### src/rtl/irq_pkg.sv
package irq_pkg;
  localparam int DATA_W = 32;
  localparam int ADDR_W = 3;

  typedef enum logic [ADDR_W-1:0] {
    W_STATUS  = 3'd0,
    W_PENDING = 3'd1,
    W_ENABLE  = 3'd2,
    W_ACK     = 3'd3,
    W_SETEN   = 3'd4,
    W_CLREN   = 3'd5,
    W_VECTOR  = 3'd6,
    W_MASTER  = 3'd7
  } reg_word_e;
endpackage

### src/rtl/irq_sense.sv
module irq_sense #(
  parameter int          NUM_IN    = 8,
  parameter logic [31:0] KIND_MASK = 32'h0
) (
  input  logic              clk,
  input  logic              rst,
  input  logic [NUM_IN-1:0] src,
  output logic [NUM_IN-1:0] hit
);
  logic [NUM_IN-1:0] prev_q;

  always_ff @(posedge clk) begin
    if (rst) prev_q <= '0;
    else     prev_q <= src;
  end

  for (genvar i = 0; i < NUM_IN; i++) begin : g_in
    if (KIND_MASK[i]) begin : g_edge
      assign hit[i] = src[i] & ~prev_q[i];
    end else begin : g_level
      assign hit[i] = src[i];
    end
  end
endmodule

### src/rtl/irq_regs.sv
module irq_regs
  import irq_pkg::*;
#(
  parameter int          NUM_IN    = 8,
  parameter logic [31:0] KIND_MASK = 32'h0
) (
  input  logic              clk,
  input  logic              rst,
  input  logic              wr,
  input  logic [ADDR_W-1:0] addr,
  input  logic [DATA_W-1:0] wdata,
  input  logic [NUM_IN-1:0] hit,
  output logic [NUM_IN-1:0] status,
  output logic [NUM_IN-1:0] enable,
  output logic [1:0]        master
);
  logic [NUM_IN-1:0] wbits, ack_m;

  assign wbits = wdata[NUM_IN-1:0];
  assign ack_m = (wr && addr == W_ACK) ? wbits : '0;

  always_ff @(posedge clk) begin
    if (rst) begin
      status <= '0;
      enable <= '0;
      master <= '0;
    end else begin
      status <= (status & ~ack_m) | hit;
      if (wr) begin
        case (addr)
          W_ENABLE: enable <= wbits;
          W_SETEN:  enable <= enable | wbits;
          W_CLREN:  enable <= enable & ~wbits;
          W_MASTER: master <= wdata[1:0];
          default:  ;
        endcase
      end
    end
  end

  for (genvar i = 0; i < NUM_IN; i++) begin : g_chk

    set_en_chk: assert property (@(posedge clk) disable iff (rst)
      (wr && addr == W_SETEN && wdata[i]) |=> enable[i]);

    clr_en_chk: assert property (@(posedge clk) disable iff (rst)
      (wr && addr == W_CLREN && wdata[i]) |=> !enable[i]);

    ack_clear_chk: assert property (@(posedge clk) disable iff (rst)
      (wr && addr == W_ACK && wdata[i] && !hit[i]) |=> !status[i]);
    if (KIND_MASK[i]) begin : g_e

      edge_only_chk: assert property (@(posedge clk) disable iff (rst)
        $rose(status[i]) |-> $past(hit[i]));
    end else begin : g_l

      level_refire_chk: assert property (@(posedge clk) disable iff (rst)
        hit[i] |=> status[i]);
    end
  end
endmodule

### src/rtl/irq_vec_enc.sv
module irq_vec_enc
  import irq_pkg::*;
#(
  parameter int NUM_IN = 8
) (
  input  logic [NUM_IN-1:0] pend,
  output logic [DATA_W-1:0] vec
);
  always_comb begin
    vec = '1;
    for (int i = NUM_IN - 1; i >= 0; i--) begin
      if (pend[i]) vec = DATA_W'(i);
    end
  end
endmodule

### src/rtl/irq_vector_ctrl.sv
module irq_vector_ctrl
  import irq_pkg::*;
#(
  parameter int          NUM_IN    = 8,
  parameter logic [31:0] KIND_MASK = 32'h0000_00F0
) (
  input  logic              clk,
  input  logic              rst,
  input  logic [2:0]        bus_addr,
  input  logic              bus_wr,
  input  logic [31:0]       bus_wdata,
  output logic [31:0]       bus_rdata,
  input  logic [NUM_IN-1:0] irq_src,
  output logic              irq_req
);
  localparam int IDX_W = (NUM_IN > 1) ? $clog2(NUM_IN) : 1;

  logic [NUM_IN-1:0] hit, status, enable, pend;
  logic [1:0]        master;
  logic [DATA_W-1:0] vec, rd_mux;

  irq_sense #(.NUM_IN(NUM_IN), .KIND_MASK(KIND_MASK)) u_sense (
    .clk(clk), .rst(rst), .src(irq_src), .hit(hit));

  irq_regs #(.NUM_IN(NUM_IN), .KIND_MASK(KIND_MASK)) u_regs (
    .clk(clk), .rst(rst), .wr(bus_wr), .addr(bus_addr), .wdata(bus_wdata),
    .hit(hit), .status(status), .enable(enable), .master(master));

  assign pend = status & enable;

  irq_vec_enc #(.NUM_IN(NUM_IN)) u_enc (.pend(pend), .vec(vec));

  always_comb begin
    case (bus_addr)
      W_STATUS:  rd_mux = DATA_W'(status);
      W_PENDING: rd_mux = DATA_W'(pend);
      W_ENABLE:  rd_mux = DATA_W'(enable);
      W_VECTOR:  rd_mux = vec;
      W_MASTER:  rd_mux = DATA_W'(master);
      default:   rd_mux = '0;
    endcase
  end

  always_ff @(posedge clk) begin
    if (rst) begin
      bus_rdata <= '0;
      irq_req   <= 1'b0;
    end else begin
      bus_rdata <= rd_mux;
      irq_req   <= (&master) & (|pend);
    end
  end


  irq_gate_chk: assert property (@(posedge clk) disable iff (rst)
    irq_req |-> $past((&master) && (|pend)));

  vec_valid_chk: assert property (@(posedge clk) disable iff (rst)
    (vec != '1) |-> (pend[vec[IDX_W-1:0]] && vec < NUM_IN));

  vec_none_chk: assert property (@(posedge clk) disable iff (rst)
    (pend != '0) |-> (vec != '1));
endmodule

### config.mk
export PLATFORM = sky130hd
export DESIGN_NAME = irq_vector_ctrl
export DESIGN_NICKNAME = d
export VERILOG_FILES = /design/src/rtl/irq_pkg.sv /design/src/rtl/irq_sense.sv /design/src/rtl/irq_regs.sv /design/src/rtl/irq_vec_enc.sv /design/src/rtl/irq_vector_ctrl.sv
export SDC_FILE = /design/constraint.sdc
export NUM_CORES = 1
export LEC_CHECK = 0
export ABC_AREA = 1
export CELL_PAD_IN_SITES_DETAIL_PLACEMENT = 1
export CELL_PAD_IN_SITES_GLOBAL_PLACEMENT = 1
export CORE_UTILIZATION = 45
export DETAILED_ROUTE_END_ITERATION = 7
export DONT_BUFFER_PORTS = 1
export PLACE_DENSITY = 0.75
export SYNTH_ARGS = -nofsm -noshare
export SYNTH_HDL_FRONTEND = slang
export SYNTH_HIERARCHICAL = 1
export SYNTH_SLANG_ARGS = --single-unit
### constraint.sdc
create_clock -name clk -period 2.5 [get_ports clk]
set_clock_uncertainty 0.2 [all_clocks]
set_input_delay 0.25 -clock clk [delete_from_list [all_inputs] [get_ports clk]]
set_output_delay 0.25 -clock clk [all_outputs]
set_load 0.05 [all_outputs]
# == Yosys cells after proc, flatten, opt, wreduce, memory -nomap -nowiden ==
# Index checks and enable logic that the tools add are counted.
# word_totals
word_cells,47
regBits,59
# classes
n_reduce_logical,7
n_eq_ne,7
bitwise_logic,16
muxes,11
# op_table
operator,count
32-bit two-way mux,8
32-bit case mux with 5 select lines,1
8-bit bitwise AND,3
8-bit case mux with 3 select lines,1
8-bit NOT,2
8-bit OR,2
3-bit equality test (second input constant),4
8-bit two-way mux,1
8-bit OR reduction,1
3-bit by 2-bit equality test with 1-bit output (second input constant),2
2-bit AND reduction,3
1-bit bitwise AND,5
1-bit NOT,4
3-bit by 1-bit equality test with 1-bit output (second input constant),1
3-bit logical NOT,1
3-bit nonzero test,1
1-bit logical AND,1

# == Longest topological paths before layout ==
# Gate-level depths: netlist of the first run.
# depth
depth_word,10
depth_mapped,12

# == Modules after synthesis ==
# Netlist of the first run, hierarchy kept.
# modules_own_cells
module,area_each_um2,seq_area_each_um2,cells_each,n_inst
irq_vector_ctrl,1366.3,660.6,181,1
irq_regs,844.6,360.3,114,1
irq_vec_enc,305.3,0.0,45,1
irq_sense,155.1,80.1,20,1

# == Worst setup path after synthesis of the first run ==
# OpenSTA, ideal clock, no wires.
# synth_path
kind,register -> register
startpoint,register u_regs.status[0]
endpoint,register bus_rdata[7]
arrival_time_ns,1.782
path_stages_with_launch,11
slack_ns,0.454
synth_period_minus_slack_ns,2.046
cell_sequence,dfxtp_1 -> nand2_1 -> inv_1 -> or2_4 -> nor2_4 -> and3_1 -> buf_4 -> nand2_1 -> o21ai_0 -> nor2_1 -> nor2_1
# synth_via
elab_chain_len,3
# synth_rtl
element,line_no,source
from (decl),irq_regs.sv:13,"output logic [NUM_IN-1:0] status,"
from (signal assigned),irq_regs.sv:28,status <= (status & ~ack_m) | hit;
8-bit bitwise AND,irq_vector_ctrl.sv:29,assign pend = status & enable;
via pend[0],irq_vector_ctrl.sv:18,"logic [NUM_IN-1:0] hit, status, enable, pend;"
32-bit two-way mux,irq_vec_enc.sv:12,if (pend[i]) vec = DATA_W'(i);
via vec[7],irq_vector_ctrl.sv:20,"logic [DATA_W-1:0] vec, rd_mux;"
32-bit case mux with 5 select lines,irq_vector_ctrl.sv:34,case (bus_addr)
to (signal assigned),irq_vector_ctrl.sv:49,bus_rdata <= rd_mux;
to (decl),irq_vector_ctrl.sv:12,"output logic [31:0] bus_rdata,"
# The timed path passes the listed nets, and every way through them passes these cells.
# A chain may end at the register's enable or synchronous reset.

# == Worst setup path in the final report of the first run ==
# layout_path
startpoint,input port bus_addr[0]
endpoint,register u_regs.enable[0]
# layout_via
elab_chain_len,3
word_cells_on_any_way,6
cone_classes,eq/ne (3); mux (1); reduce/logical (2)
# layout_rtl
element,line_no,source
from (decl),irq_vector_ctrl.sv:9,"input logic [2:0] bus_addr,"
3-bit by 2-bit equality test with 1-bit output / 3-bit equality test (equally long branches),irq_regs.sv:30,case (addr)
3-bit nonzero test (no source line),-,
2-bit AND reduction (no source line),-,
to (signal assigned),irq_regs.sv:31,W_ENABLE: enable <= wbits;
to (signal assigned),irq_regs.sv:32,W_SETEN: enable <= enable | wbits;
to (signal assigned),irq_regs.sv:33,W_CLREN: enable <= enable & ~wbits;
to (decl),irq_regs.sv:14,"output logic [NUM_IN-1:0] enable,"
# Parallel ways exist; a longest one is shown, timed or not.

==> flow_summary.rst, run 1 <==
.. list-table::
   :header-rows: 1

   * - Metric
     - Value
   * - Minimum clock period after layout
     - 2.150 ns
   * - Count of mapped cells out of synthesis
     - 360
   * - Number of global-route vias before repair
     - 2,121
   * - Final Hold Viols
     - 0
   * - Count of distinct cell types in the synthesized netlist
     - 28
   * - Portion of the clock cycle consumed by the worst path in the final layout
     - 0.8600
   * - Buffer type at the clock tree root
     - sky130_fd_sc_hd__clkbuf_8
   * - Slew margin rel.
     - 0.6125
   * - Number of clock buffers inserted by TritonCTS
     - 5
   * - DIE HEIGHT
     - 79.05 µm
   * - Critical path startpoint category
     - input pin
   * - Synthesized net count
     - 406
   * - Ratio of total power to cell area
     - 601.2 nW/µm²
   * - Area of the placeable core
     - 5608 µm²
   * - Final Wtd Congestion
     - 0.7794
   * - ANT nets after route
     - 0
   * - Setup-failing EPs final
     - 0
   * - Wire length after detailed routing
     - 6.264 mm
   * - Number of fillers in the final layout
     - 719
   * - # nets final
     - 404
   * - Post-synthesis sequential area ratio
     - 0.4122
   * - Multi-input combinational cell area
     - 1069 µm²
   * - Fraction of final layout cells sized beyond drive strength 1
     - 0.1588
   * - Measured slew at the worst slew-check pin
     - 0.5804 ns
   * - Site Rows
     - 27
   * - Count of flip-flops with a built-in enable after synthesis
     - 0
   * - Post-layout utilization of the core
     - 0.5156
   * - Cell type with the highest aggregate area in the netlist
     - sky130_fd_sc_hd__dfxtp_1
   * - Tot GR Track Use
     - 0.2081
   * - Area of all sequential standard cells
     - 1101 µm²
   * - Number of search-and-repair iterations in the first detailed-routing pass
     - 4
   * - Detailed-route wire length per cell
     - 14.53 µm
   * - Critical path arrival
     - 2.21 ns
   * - Area enclosed by the die boundary
     - 6248 µm²
   * - Vias
     - 2,174
   * - Diode count
     - 0
   * - Area after DPL
     - 2434 µm²
   * - Maximum number of pins on one net before global-route repair
     - 30
   * - Status
     - complete, no violations
   * - Number of maximum-capacitance constraint violations
     - 0
   * - Number of synthesized register bits
     - 55
   * - Effective utilization at floorplan
     - 0.4763
   * - Number of levels the H-tree was split into
     - 2
   * - Register-to-Register Setup Slack
     - 0.65 ns
   * - Area of all placed cells without fillers
     - 2892 µm²
   * - Max-slew violation count
     - 0
   * - Setup tns final
     - 0 ns
   * - Most instantiated flip-flop cell in the synthesis netlist
     - sky130_fd_sc_hd__dfxtp_1
   * - Post-synth top area share
     - 0.4122
   * - Class of the most critical setup path
     - input pin to flip-flop
   * - Residual DRC count
     - 0
   * - Crit path capture type
     - flip-flop
   * - Synth top area cells
     - sky130_fd_sc_hd__dfxtp_1 41%, sky130_fd_sc_hd__nand2_1 11%, sky130_fd_sc_hd__buf_4 9.3%
   * - Mapped cell area
     - 2671 µm²
   * - P_leak
     - 1.351 nW
   * - Worst hold-check path type
     - input pin to flip-flop
   * - Clock edge transition at the registers on the reported setup and hold paths
     - 0.10 ns
   * - Die width
     - 79.05 µm
   * - Maximum buffer depth of the clock tree
     - 2
   * - Most repeated cell in the gate-level netlist after synthesis
     - sky130_fd_sc_hd__nand2_1
   * - Biggest fanout along the worst timing path
     - 9
   * - Area Growth Syn to Fin
     - 8.243%
   * - Ports placed on the boundary
     - 79
   * - Max frequency
     - 0.4651 GHz
   * - Buffers on Ports
     - 0
   * - Async SR Flop Fraction
     - 0
   * - Via/cell ratio
     - 5.044
   * - Setup repair after global routing missed its margin
     - false
   * - GR Overflow Total
     - 0
   * - Detailed Route Iter0 Violations
     - 92
   * - Warnings, synthesis
     - 6
   * - Antenna violations before repair
     - 0
   * - Clock insertion delay at the later pin of the skew report
     - 0.32 ns
   * - Clock tree from TritonCTS
     - yes
   * - Global-route wire length before repair
     - 10.02 mm
   * - HPWL after detailed placement
     - 3.909 mm
   * - Mean instance size in the synthesized netlist
     - 7.420 µm²
   * - Critical Path RT
     - 2.56 ns
   * - Total number of clock tree sinks
     - 55
   * - Worst vdd ir
     - 0.2859 mV
   * - Synth cell count leaders
     - 76 x sky130_fd_sc_hd__nand2_1, 55 x sky130_fd_sc_hd__dfxtp_1, 36 x sky130_fd_sc_hd__inv_1
## worst paths after layout
check                                       from          endpoint  cells after the start
worst max register to register  u_regs/status[0]      bus_rdata[3]                     10
worst max-delay path                 bus_addr[0]  u_regs/enable[0]                      8
worst min register to register  u_regs/master[1]  u_regs/master[1]                      2
worst min-delay path                 bus_addr[1]      bus_rdata[6]                      4
## where the power goes
group          switching (mW)  total, mW  internal, mW
combinational           0.131      0.222        0.0907
sequential             0.0837      0.996         0.913
clock                   0.315      0.520         0.205
## cell usage in the layout, fill, tap and decap left out, drive strengths merged
master / instances
nand2: 81
dfxtp: 55
nor2: 51
inv: 46
nand3: 35
dlygate4sd3: 30
a21oi: 21
o21ai: 13
nand4: 8
clkbuf: 5
buf: 5
nor3: 4
clkinv: 1
clkinvlp: 1
dlymetal6s4s: 1
or2: 1
and3: 1
## stage by stage
stage / total power [mW] / hold slack [ns] / setup WS (ns) / cells
after floorplan: 1.236 / 0.1224 / 0.4541 / 360
after global placement: 1.169 / 0.1169 / 0.7132 / 388
after detailed placement: 1.177 / 0.1172 / 0.6725 / 388
after CTS: 1.745 / 0.0003678 / 0.03270 / 428
after global routing: 1.819 / 0.003972 / 0.2793 / 431
final: 1.738 / 0.008435 / 0.3499 / 431
## timing repair
item	in CTS	in global routing
hold buffers	32	0
setup endpoints to repair	0	4
resized for setup	0	2
setup buffers	0	3
endpoints found under the hold margin	29	0
## worst max-delay path, cell delays in order
cell and delay (ns):
sky130_fd_sc_hd__dlymetal6s4s_1 0.28, sky130_fd_sc_hd__inv_2 0.08, sky130_fd_sc_hd__nand3_2 0.11, sky130_fd_sc_hd__nand2_8 0.13, sky130_fd_sc_hd__nand4_1 0.08, sky130_fd_sc_hd__dlygate4sd3_1 0.57, sky130_fd_sc_hd__a21oi_1 0.15, sky130_fd_sc_hd__dlygate4sd3_1 0.56
## cell families (layout without fill, tap and decap cells)
kind of cell    Yosys count  in the layout  synth area share
simple gates            181            181            0.3302
compound gates           34             34           0.06651
flops                    55             55            0.4122
buf+inv                  90             89            0.1911
## cell type report
cell class              instances  area share
repair buffers                 36      0.1255
clock inverters                 3    0.008654
well taps                      72     0.03116
flip-flops and latches         55      0.3808
multi-input cells             215      0.3695
clock buffers                   5     0.02380
inverters                      45     0.06058
## state kept, by name, summed over array words and instances, names as in the netlist
name / count
irq_req: 1
u_regs/status: 8
bus_rdata: 32
u_regs/enable: 8
u_regs/master: 2
u_sense/prev_q: 4
## layer usage
metal,part of all wire,global-route usage
met1,0.46,0.2628
met2,0.49,0.3491
met3,0.047,0.05517
met4,0.0061,0.05455
met5,0,0
Note: power is estimated with default switching activity, not from simulation.
==> run 2, diff against run 1 <==
--- a/config.mk
+++ b/config.mk
@@ -5,10 +5,9 @@
 export SDC_FILE = /design/constraint.sdc
 export NUM_CORES = 1
 export LEC_CHECK = 0
-export ABC_AREA = 1
 export CELL_PAD_IN_SITES_DETAIL_PLACEMENT = 1
 export CELL_PAD_IN_SITES_GLOBAL_PLACEMENT = 1
-export CORE_UTILIZATION = 45
+export CORE_UTILIZATION = 47
 export DETAILED_ROUTE_END_ITERATION = 7
 export DONT_BUFFER_PORTS = 1
 export PLACE_DENSITY = 0.75
==> flow_summary.rst, run 2 <==
.. list-table::
   :header-rows: 1

   * - Metric
     - Value
   * - Status
     - finished with violations
   * - Violations in the final reports
     - hold timing
   * - Most frequent standard cell in the layout excluding fill and tap cells
     - sky130_fd_sc_hd__dfxtp_1
   * - Clock tree from TritonCTS
     - yes
   * - Detailed Route Iter0 Violations
     - 58 (-37%)
   * - Portion of the clock cycle consumed by the worst path in the final layout
     - 0.9148 (+0.05480)
   * - Final worst-path setup slack
     - 0.2129 ns (-0.1370 ns)
   * - Crit path capture type
     - flip-flop
   * - ANT nets after route
     - 0 (unchanged)
   * - Detailed-route wire length per cell
     - 16.54 µm (+14%)
   * - Setup repair after global routing missed its margin
     - false
   * - Worst hold-check path type
     - input pin to flip-flop
   * - Buffers on Ports
     - 0 (unchanged)
   * - Final Non-Filler Cells
     - 307 (-29%)
   * - HPWL after detailed placement
     - 3.176 mm (-19%)
   * - Most flop-heavy register
     - bus_rdata
   * - Class of the most critical setup path
     - flip-flop to flip-flop
   * - Setup tns final
     - 0 ns (unchanged)
   * - Number of search-and-repair iterations in the first detailed-routing pass
     - 6 (+2)
   * - Clock edge transition at the registers on the reported setup and hold paths
     - 0.09 ns (about the same)
   * - Most frequent cells in the layout
     - 55 x sky130_fd_sc_hd__dfxtp_1, 32 x sky130_fd_sc_hd__and2_1, 21 x sky130_fd_sc_hd__dlygate4sd3_1
   * - Critical path arrival
     - 2.34 ns (+0.13 ns)
   * - Number of global-route vias before repair
     - 1,686 (-21%)
   * - Post-layout utilization of the core
     - 0.5249 (+0.009317)
   * - Area after DPL
     - 2208 µm² (-9.3%)
   * - Effective utilization at floorplan
     - 0.4974 (+0.02105)
   * - Clock insertion delay at the later pin of the skew report
     - 0.31 ns (about the same)
   * - Area of all placed cells without fillers
     - 2529 µm² (-13%)
   * - Capture point of the worst reg-to-reg path
     - bus_rdata[0]
   * - Number of maximum-capacitance constraint violations
     - 0 (unchanged)
   * - Slew margin rel.
     - 0.3531 (-0.2594)
   * - Critical path startpoint category
     - flip-flop
   * - Count of mapped cells out of synthesis
     - 250 (-31%)
   * - Wire length after detailed routing
     - 5.078 mm (-19%)
   * - Synth cell count leaders
     - 55 x sky130_fd_sc_hd__dfxtp_1, 34 x sky130_fd_sc_hd__buf_4, 32 x sky130_fd_sc_hd__and2_1
   * - Cell type with the highest aggregate area in the netlist
     - sky130_fd_sc_hd__dfxtp_1
   * - Via/cell ratio
     - 5.469 (+8.4%)
   * - Max frequency
     - 0.4372 GHz (-6.0%)
   * - Ratio of total power to cell area
     - 683.5 nW/µm² (+14%)
   * - Diode count
     - 0 (unchanged)
   * - Tot GR Track Use
     - 0.2036 (-0.004513)
   * - Synthesized net count
     - 296 (-27%)
   * - Largest registers
     - bus_rdata x32, u_regs/enable x8, u_regs/status x8
   * - Antenna violations before repair
     - 0 (unchanged)
   * - Residual DRC count
     - 0 (unchanged)
   * - Final Wtd Congestion
     - 0.7337 (-5.9%)
   * - Async SR Flop Fraction
     - 0 (unchanged)
   * - Critical path capture point
     - bus_rdata[0]
   * - Final Hold Viols
     - 1 (+1)
   * - Critical Path RT
     - 2.55 ns (about the same)
   * - Post-synth top area share
     - 0.4595 (+0.04735)
   * - Worst setup slack before clock tree synthesis
     - 0.6957 ns (+0.02320 ns)
   * - Design Power
     - 1.728 mW (-0.58%)
   * - Source of the worst register-to-register timing path
     - u_regs/status[1]
   * - Die width
     - 73.40 µm (-7.1%)
   * - Measured slew at the worst slew-check pin
     - 0.9651 ns (+0.3847 ns)
   * - Critical Path Start
     - u_regs/status[1]
   * - Area enclosed by the die boundary
     - 5388 µm² (-14%)
   * - GR Overflow Total
     - 0 (unchanged)
   * - Number of flip-flops in the largest register
     - 32 (unchanged)
   * - Number of synthesized register bits
     - 55 (unchanged)
   * - Area Growth Syn to Fin
     - 5.535%
   * - Max-slew violation count
     - 0 (unchanged)
   * - Register-to-Register Path Depth
     - 8 (-2)
   * - Post-synthesis sequential area ratio
     - 0.4595 (+0.04735)
   * - Maximum number of pins on one net before global-route repair
     - 25 (-17%)
   * - Final-layout worst hold slack
     - -0.009237 ns (-0.01767 ns)
   * - Global-route wire length before repair
     - 8.252 mm (-18%)
   * - Most repeated cell in the gate-level netlist after synthesis
     - sky130_fd_sc_hd__dfxtp_1
   * - Number of levels the H-tree was split into
     - 2 (unchanged)
   * - Ports placed on the boundary
     - 79 (unchanged)
   * - Biggest fanout along the worst timing path
     - 6 (-3)
   * - Site Rows
     - 25 (-7.4%)
   * - Warnings, synthesis
     - 6 (unchanged)
   * - DIE HEIGHT
     - 73.40 µm (-7.1%)
   * - Vias
     - 1,679 (-23%)
   * - Area of the placeable core
     - 4817 µm² (-14%)
   * - Number of clock buffers inserted by TritonCTS
     - 5 (unchanged)
   * - # nets final
     - 286 (-29%)
   * - Post-CTS setup buffer count
     - 0 (unchanged)
   * - Register-to-Register Setup Slack
     - 0.21 ns (-0.44 ns)
   * - Setup-failing EPs final
     - 0 (unchanged)
   * - Fraction of final layout cells sized beyond drive strength 1
     - 0.08750 (-0.07127)
   * - Mean instance size in the synthesized netlist
     - 9.584 µm² (+29%)
   * - Buffer type at the clock tree root
     - sky130_fd_sc_hd__clkbuf_8
   * - P_leak
     - 0.9508 nW (-30%)
   * - Maximum buffer depth of the clock tree
     - 2 (unchanged)
   * - Worst vdd ir
     - 0.5143 mV (+80%)
   * - Number of fillers in the final layout
     - 557 (-23%)
   * - CP peak stage delay
     - 0.57 ns (about the same)
   * - Cell with the biggest individual delay on the critical path
     - sky130_fd_sc_hd__dlygate4sd3_1
   * - Count of distinct cell types in the synthesized netlist
     - 37 (+32%)
   * - Mapped cell area
     - 2396 µm² (-10%)
   * - Count of flip-flops with a built-in enable after synthesis
     - 0 (unchanged)
   * - Cells after DPL
     - 279 (-28%)
   * - Most instantiated flip-flop cell in the synthesis netlist
     - sky130_fd_sc_hd__dfxtp_1
   * - Synth top area cells
     - sky130_fd_sc_hd__dfxtp_1 46%, sky130_fd_sc_hd__buf_4 11%, sky130_fd_sc_hd__and2_1 8.4%
   * - List of cells traversed by the critical path
     - and2_1, inv_1, a21oi_1, o31a_1, mux2_1, nand2_1, a221oi_1, dlygate4sd3_1
   * - Total number of clock tree sinks
     - 55 (unchanged)
   * - Minimum clock period after layout
     - 2.287 ns (+0.1370 ns)
run 2: what timing repair did:
| item | CTS | global route |
|---|---|---|
| endpoints found under the hold margin | 31 | 0 |
| resized for setup | 0 | 0 |
| hold buffers | 21 | 0 |
run 2: power by group:
part,total [mW],leakage [nW],switching [mW],internal (mW)
clock network,0.585,0.0561,0.284,0.300
logic,0.152,0.445,0.0722,0.0795
registers,0.992,0.450,0.0802,0.912
run 2: kinds of logic after synthesis:
group                     share of synthesized area
muxes                                       0.05013
buffers and inverters                        0.1227
xor gates and xnor gates                   0.003656
DFF                                          0.4595
AOI/OAI and AO/OA                           0.08878
and+or+nand+nor                              0.2752
run 2: worst max-delay path, delay by kind of cell (launching register included):
family / cells / cell delay (ns)
AND/OR/NAND/NOR: 2 / 0.34
multiplexers: 1 / 0.14
flip-flops: 1 / 0.38
AO/OA/AOI/OAI: 3 / 0.52
buffers and inverters: 2 / 0.65
run 2: layout make-up:
| cell class | instances | area [µm²] | area share |
|---|---|---|---|
| Sequential cell | 55 | 1101 | 0.4354 |
| Multi-Input combinational cell | 152 | 1001 | 0.3958 |
| Timing Repair Buffer | 22 | 217.7 | 0.08610 |
| Tap cell | 67 | 83.83 | 0.03315 |
| Clock buffer | 5 | 68.82 | 0.02721 |
| Clock inverter | 2 | 41.29 | 0.01633 |
| Inverter | 4 | 15.01 | 0.005938 |
run 2: worst min path at each step:
stage	start	end	slack [ns]	depth (start not counted)
finish	irq_src[0]	u_regs/status[0]	-0.009	2
global route	irq_src[0]	u_regs/status[0]	0.02	2
CTS	irq_src[0]	u_regs/status[0]	0.00002	2
detailed placement	rst	u_sense/prev_q[5]	0.13	1
global placement	rst	u_sense/prev_q[4]	0.12	1
floorplan	rst	u_sense/prev_q[4]	0.12	1
run 2: per-layer routing:
layer,track usage,vias to the layer above,wire length (µm)
met1,0.2517,806,2320
met5,0,-,0
met4,0.07051,0,89
li1,-,800,-
met2,0.3467,63,2362
met3,0.04801,10,306
==> run 3, diff against run 2 <==
--- a/config.mk
+++ b/config.mk
@@ -11,6 +11,7 @@
 export DETAILED_ROUTE_END_ITERATION = 7
 export DONT_BUFFER_PORTS = 1
 export PLACE_DENSITY = 0.75
+export REMOVE_ABC_BUFFERS = 1
 export SYNTH_ARGS = -nofsm -noshare
 export SYNTH_HDL_FRONTEND = slang
 export SYNTH_HIERARCHICAL = 1
==> flow_summary.rst, run 3 (synthesized netlist as in run 2, its figures left out) <==
.. list-table::
   :header-rows: 1

   * - Metric
     - Value
   * - Area enclosed by the die boundary
     - 5388 µm² (unchanged)
   * - Most frequent standard cell in the layout excluding fill and tap cells
     - sky130_fd_sc_hd__dfxtp_1
   * - Number of flip-flops in the largest register
     - 32 (unchanged)
   * - Cells after DPL
     - 279 (unchanged)
   * - Class of the most critical setup path
     - flip-flop to flip-flop
   * - Sw Share
     - 0.2619 (+0.009096)
   * - Critical path startpoint category
     - flip-flop
   * - # nets final
     - 286 (unchanged)
   * - Max frequency
     - 0.4457 GHz (+1.9%)
   * - Detailed-route wire length per cell
     - 15.10 µm (-8.7%)
   * - Worst setup slack before clock tree synthesis
     - 0.6757 ns (-0.02000 ns)
   * - Number of maximum-capacitance constraint violations
     - 0 (unchanged)
   * - Via/cell ratio
     - 5.292 (-3.2%)
   * - Slew margin rel.
     - 0.4068 (+0.05371)
   * - Most frequent cells in the layout
     - 55 x sky130_fd_sc_hd__dfxtp_1, 32 x sky130_fd_sc_hd__and2_1, 21 x sky130_fd_sc_hd__dlygate4sd3_1
   * - Maximum buffer depth of the clock tree
     - 2 (unchanged)
   * - Detail Route met3 WL
     - 310 µm (+1.3%)
   * - Detailed Route Iter0 Violations
     - 35 (-40%)
   * - Max-slew violation count
     - 0 (unchanged)
   * - Number of fillers in the final layout
     - 564 (+1.3%)
   * - Setup tns final
     - 0 ns (unchanged)
   * - Effective utilization at floorplan
     - 0.4974 (unchanged)
   * - Clock share of power
     - 0.294 (-0.044)
   * - Minimum clock period after layout
     - 2.244 ns (-0.04356 ns)
   * - Largest registers
     - bus_rdata x32, u_regs/enable x8, u_regs/status x8
   * - Crit path capture type
     - flip-flop
   * - Setup-failing EPs final
     - 0 (unchanged)
   * - CTS resizes
     - 0 (unchanged)
   * - Number of search-and-repair iterations in the first detailed-routing pass
     - 4 (-2)
   * - Clock insertion delay at the later pin of the skew report
     - 0.29 ns (-0.02 ns)
   * - Area Growth Syn to Fin
     - 4.647%
   * - Most flop-heavy register
     - bus_rdata
   * - Post-CTS setup buffer count
     - 0 (unchanged)
   * - Site Rows
     - 25 (unchanged)
   * - Wire length after detailed routing
     - 4.650 mm (-8.4%)
   * - Cell with the biggest individual delay on the critical path
     - sky130_fd_sc_hd__dlygate4sd3_1
   * - Final Wtd Congestion
     - 0.8400 (+14%)
   * - Area of the placeable core
     - 4817 µm² (unchanged)
   * - Ratio of total power to cell area
     - 644.4 nW/µm² (-5.7%)
   * - Fraction of final layout cells sized beyond drive strength 1
     - 0.08714 (-0.0003631)
   * - Final worst-path setup slack
     - 0.2564 ns (+0.04356 ns)
   * - Switching power total
     - 0.4231 mW (-3.1%)
   * - Vias
     - 1,630 (-2.9%)
   * - Design Power
     - 1.616 mW (-6.5%)
   * - DIE HEIGHT
     - 73.40 µm (unchanged)
   * - GR Overflow Total
     - 0 (unchanged)
   * - Combinational group share of total power
     - 0.093 (+0.005)
   * - Clock edge transition at the registers on the reported setup and hold paths
     - 0.10 ns (about the same)
   * - Residual DRC count
     - 0 (unchanged)
   * - Status
     - complete, no violations
   * - Tot GR Track Use
     - 0.1895 (-0.01414)
   * - Die width
     - 73.40 µm (unchanged)
   * - Sequential group share of total power
     - 0.614 (+0.040)
   * - Buffer type at the clock tree root
     - sky130_fd_sc_hd__clkbuf_8
   * - ANT nets after route
     - 0 (unchanged)
   * - Highest routing layer actually used
     - met4
   * - Cell type group with the largest total delay on the critical path
     - buffers and inverters
   * - Measured slew at the worst slew-check pin
     - 0.8849 ns (-0.08012 ns)
   * - Biggest fanout along the worst timing path
     - 4 (-2)
   * - Critical Path RT
     - 2.49 ns (-0.06 ns)
   * - HPWL after detailed placement
     - 3.010 mm (-5.2%)
   * - CP peak stage delay
     - 0.60 ns (+0.03 ns)
   * - Final Non-Filler Cells
     - 308 (+0.33%)
   * - Global-route wire length before repair
     - 7.728 mm (-6.3%)
   * - Buffers on Ports
     - 0 (unchanged)
   * - Clock tree from TritonCTS
     - yes
   * - Final Hold Viols
     - 0 (-1)
   * - Area of all sequential standard cells
     - 1101 µm² (unchanged)
   * - Worst vdd ir
     - 0.4092 mV (-20%)
   * - Internal Dissipation
     - 1.193 mW (-7.6%)
   * - Worst hold-check path type
     - input pin to flip-flop
   * - Ports placed on the boundary
     - 79 (unchanged)
   * - Register-to-Register Setup Slack
     - 0.26 ns (+0.04 ns)
   * - Diode count
     - 0 (unchanged)
   * - Total length of routed met2 wires
     - 2.205 mm (-6.6%)
   * - Setup repair after global routing missed its margin
     - false
   * - Hold buffer count at cts
     - 21 (unchanged)
   * - List of cells traversed by the critical path
     - and2_1, a21oi_1, o31a_1, mux2_1, nand2_1, a221oi_1, dlygate4sd3_1
   * - Total number of clock tree sinks
     - 55 (unchanged)
   * - Antenna violations before repair
     - 0 (unchanged)
   * - Number of levels the H-tree was split into
     - 2 (unchanged)
   * - Number of clock buffers inserted by TritonCTS
     - 5 (unchanged)
   * - Post-Route M1 WL
     - 2.111 mm (-9.0%)
   * - Portion of the clock cycle consumed by the worst path in the final layout
     - 0.8974 (-0.01742)
   * - Post-layout utilization of the core
     - 0.5205 (-0.004416)
   * - Buffers & Inverters on Critical Path
     - 1 (-1)
   * - P_leak
     - 0.9364 nW (-1.5%)
   * - Number of global-route vias before repair
     - 1,621 (-3.9%)
   * - Multi-input combinational cell area
     - 1001 µm² (unchanged)
   * - Maximum number of pins on one net before global-route repair
     - 25 (unchanged)
   * - Critical path arrival
     - 2.24 ns (-0.10 ns)
-- run 3: worst register-to-register path, stage by stage (launching register included) --
cell,delay (ns)
sky130_fd_sc_hd__dfxtp_1,0.39
sky130_fd_sc_hd__and2_1,0.21
sky130_fd_sc_hd__a21oi_1,0.09
sky130_fd_sc_hd__o31a_1,0.23
sky130_fd_sc_hd__mux2_1,0.28
sky130_fd_sc_hd__nand2_1,0.08
sky130_fd_sc_hd__a221oi_1,0.06
sky130_fd_sc_hd__dlygate4sd3_1,0.60
-- run 3: power groups by stage --
stage	clock network (mW)	registers, mW	logic [mW]
3_5_place_dp	0	1.01	0.111
5_1_grt	0.541	0.997	0.167
3_3_place_gp	0	1.01	0.108
4_1_cts	0.497	0.991	0.150
6_report	0.474	0.991	0.150
2_1_floorplan	0	1.00	0.0913
-- run 3: path summary, 6_finish.rpt --
kind / to / from / cells past startpoint
worst max-delay path: bus_rdata[0] / u_regs/enable[6] / 7
worst min-delay path: u_regs/status[5] / bus_wdata[5] / 2
worst max register to register: bus_rdata[0] / u_regs/enable[6] / 7
worst min register to register: irq_req / u_regs/master[1] / 2
-- run 3: layout make-up --
cell class,instances,area share
clock buffer,6,0.02894
clock inverter,2,0.006487
inverter,4,0.005988
multi-input combinational,152,0.3992
sequential,55,0.4391
tap,67,0.03343
timing repair buffer,22,0.08683
-- run 3: metrics by stage --
stage          cell area [µm²]  hold WS, ns
2_1_floorplan             2117       0.1216
3_3_place_gp              2208       0.1254
3_5_place_dp              2208       0.1264
4_1_cts                   2507     0.006926
5_1_grt                   2507      0.01168
6_report                  2507      0.01035
-- run 3: per-layer routing --
layer,up-vias,global-route usage
met5,-,0
met4,0,0.05769
met3,2,0.04801
met2,57,0.3282
met1,769,0.2306
li1,802,-
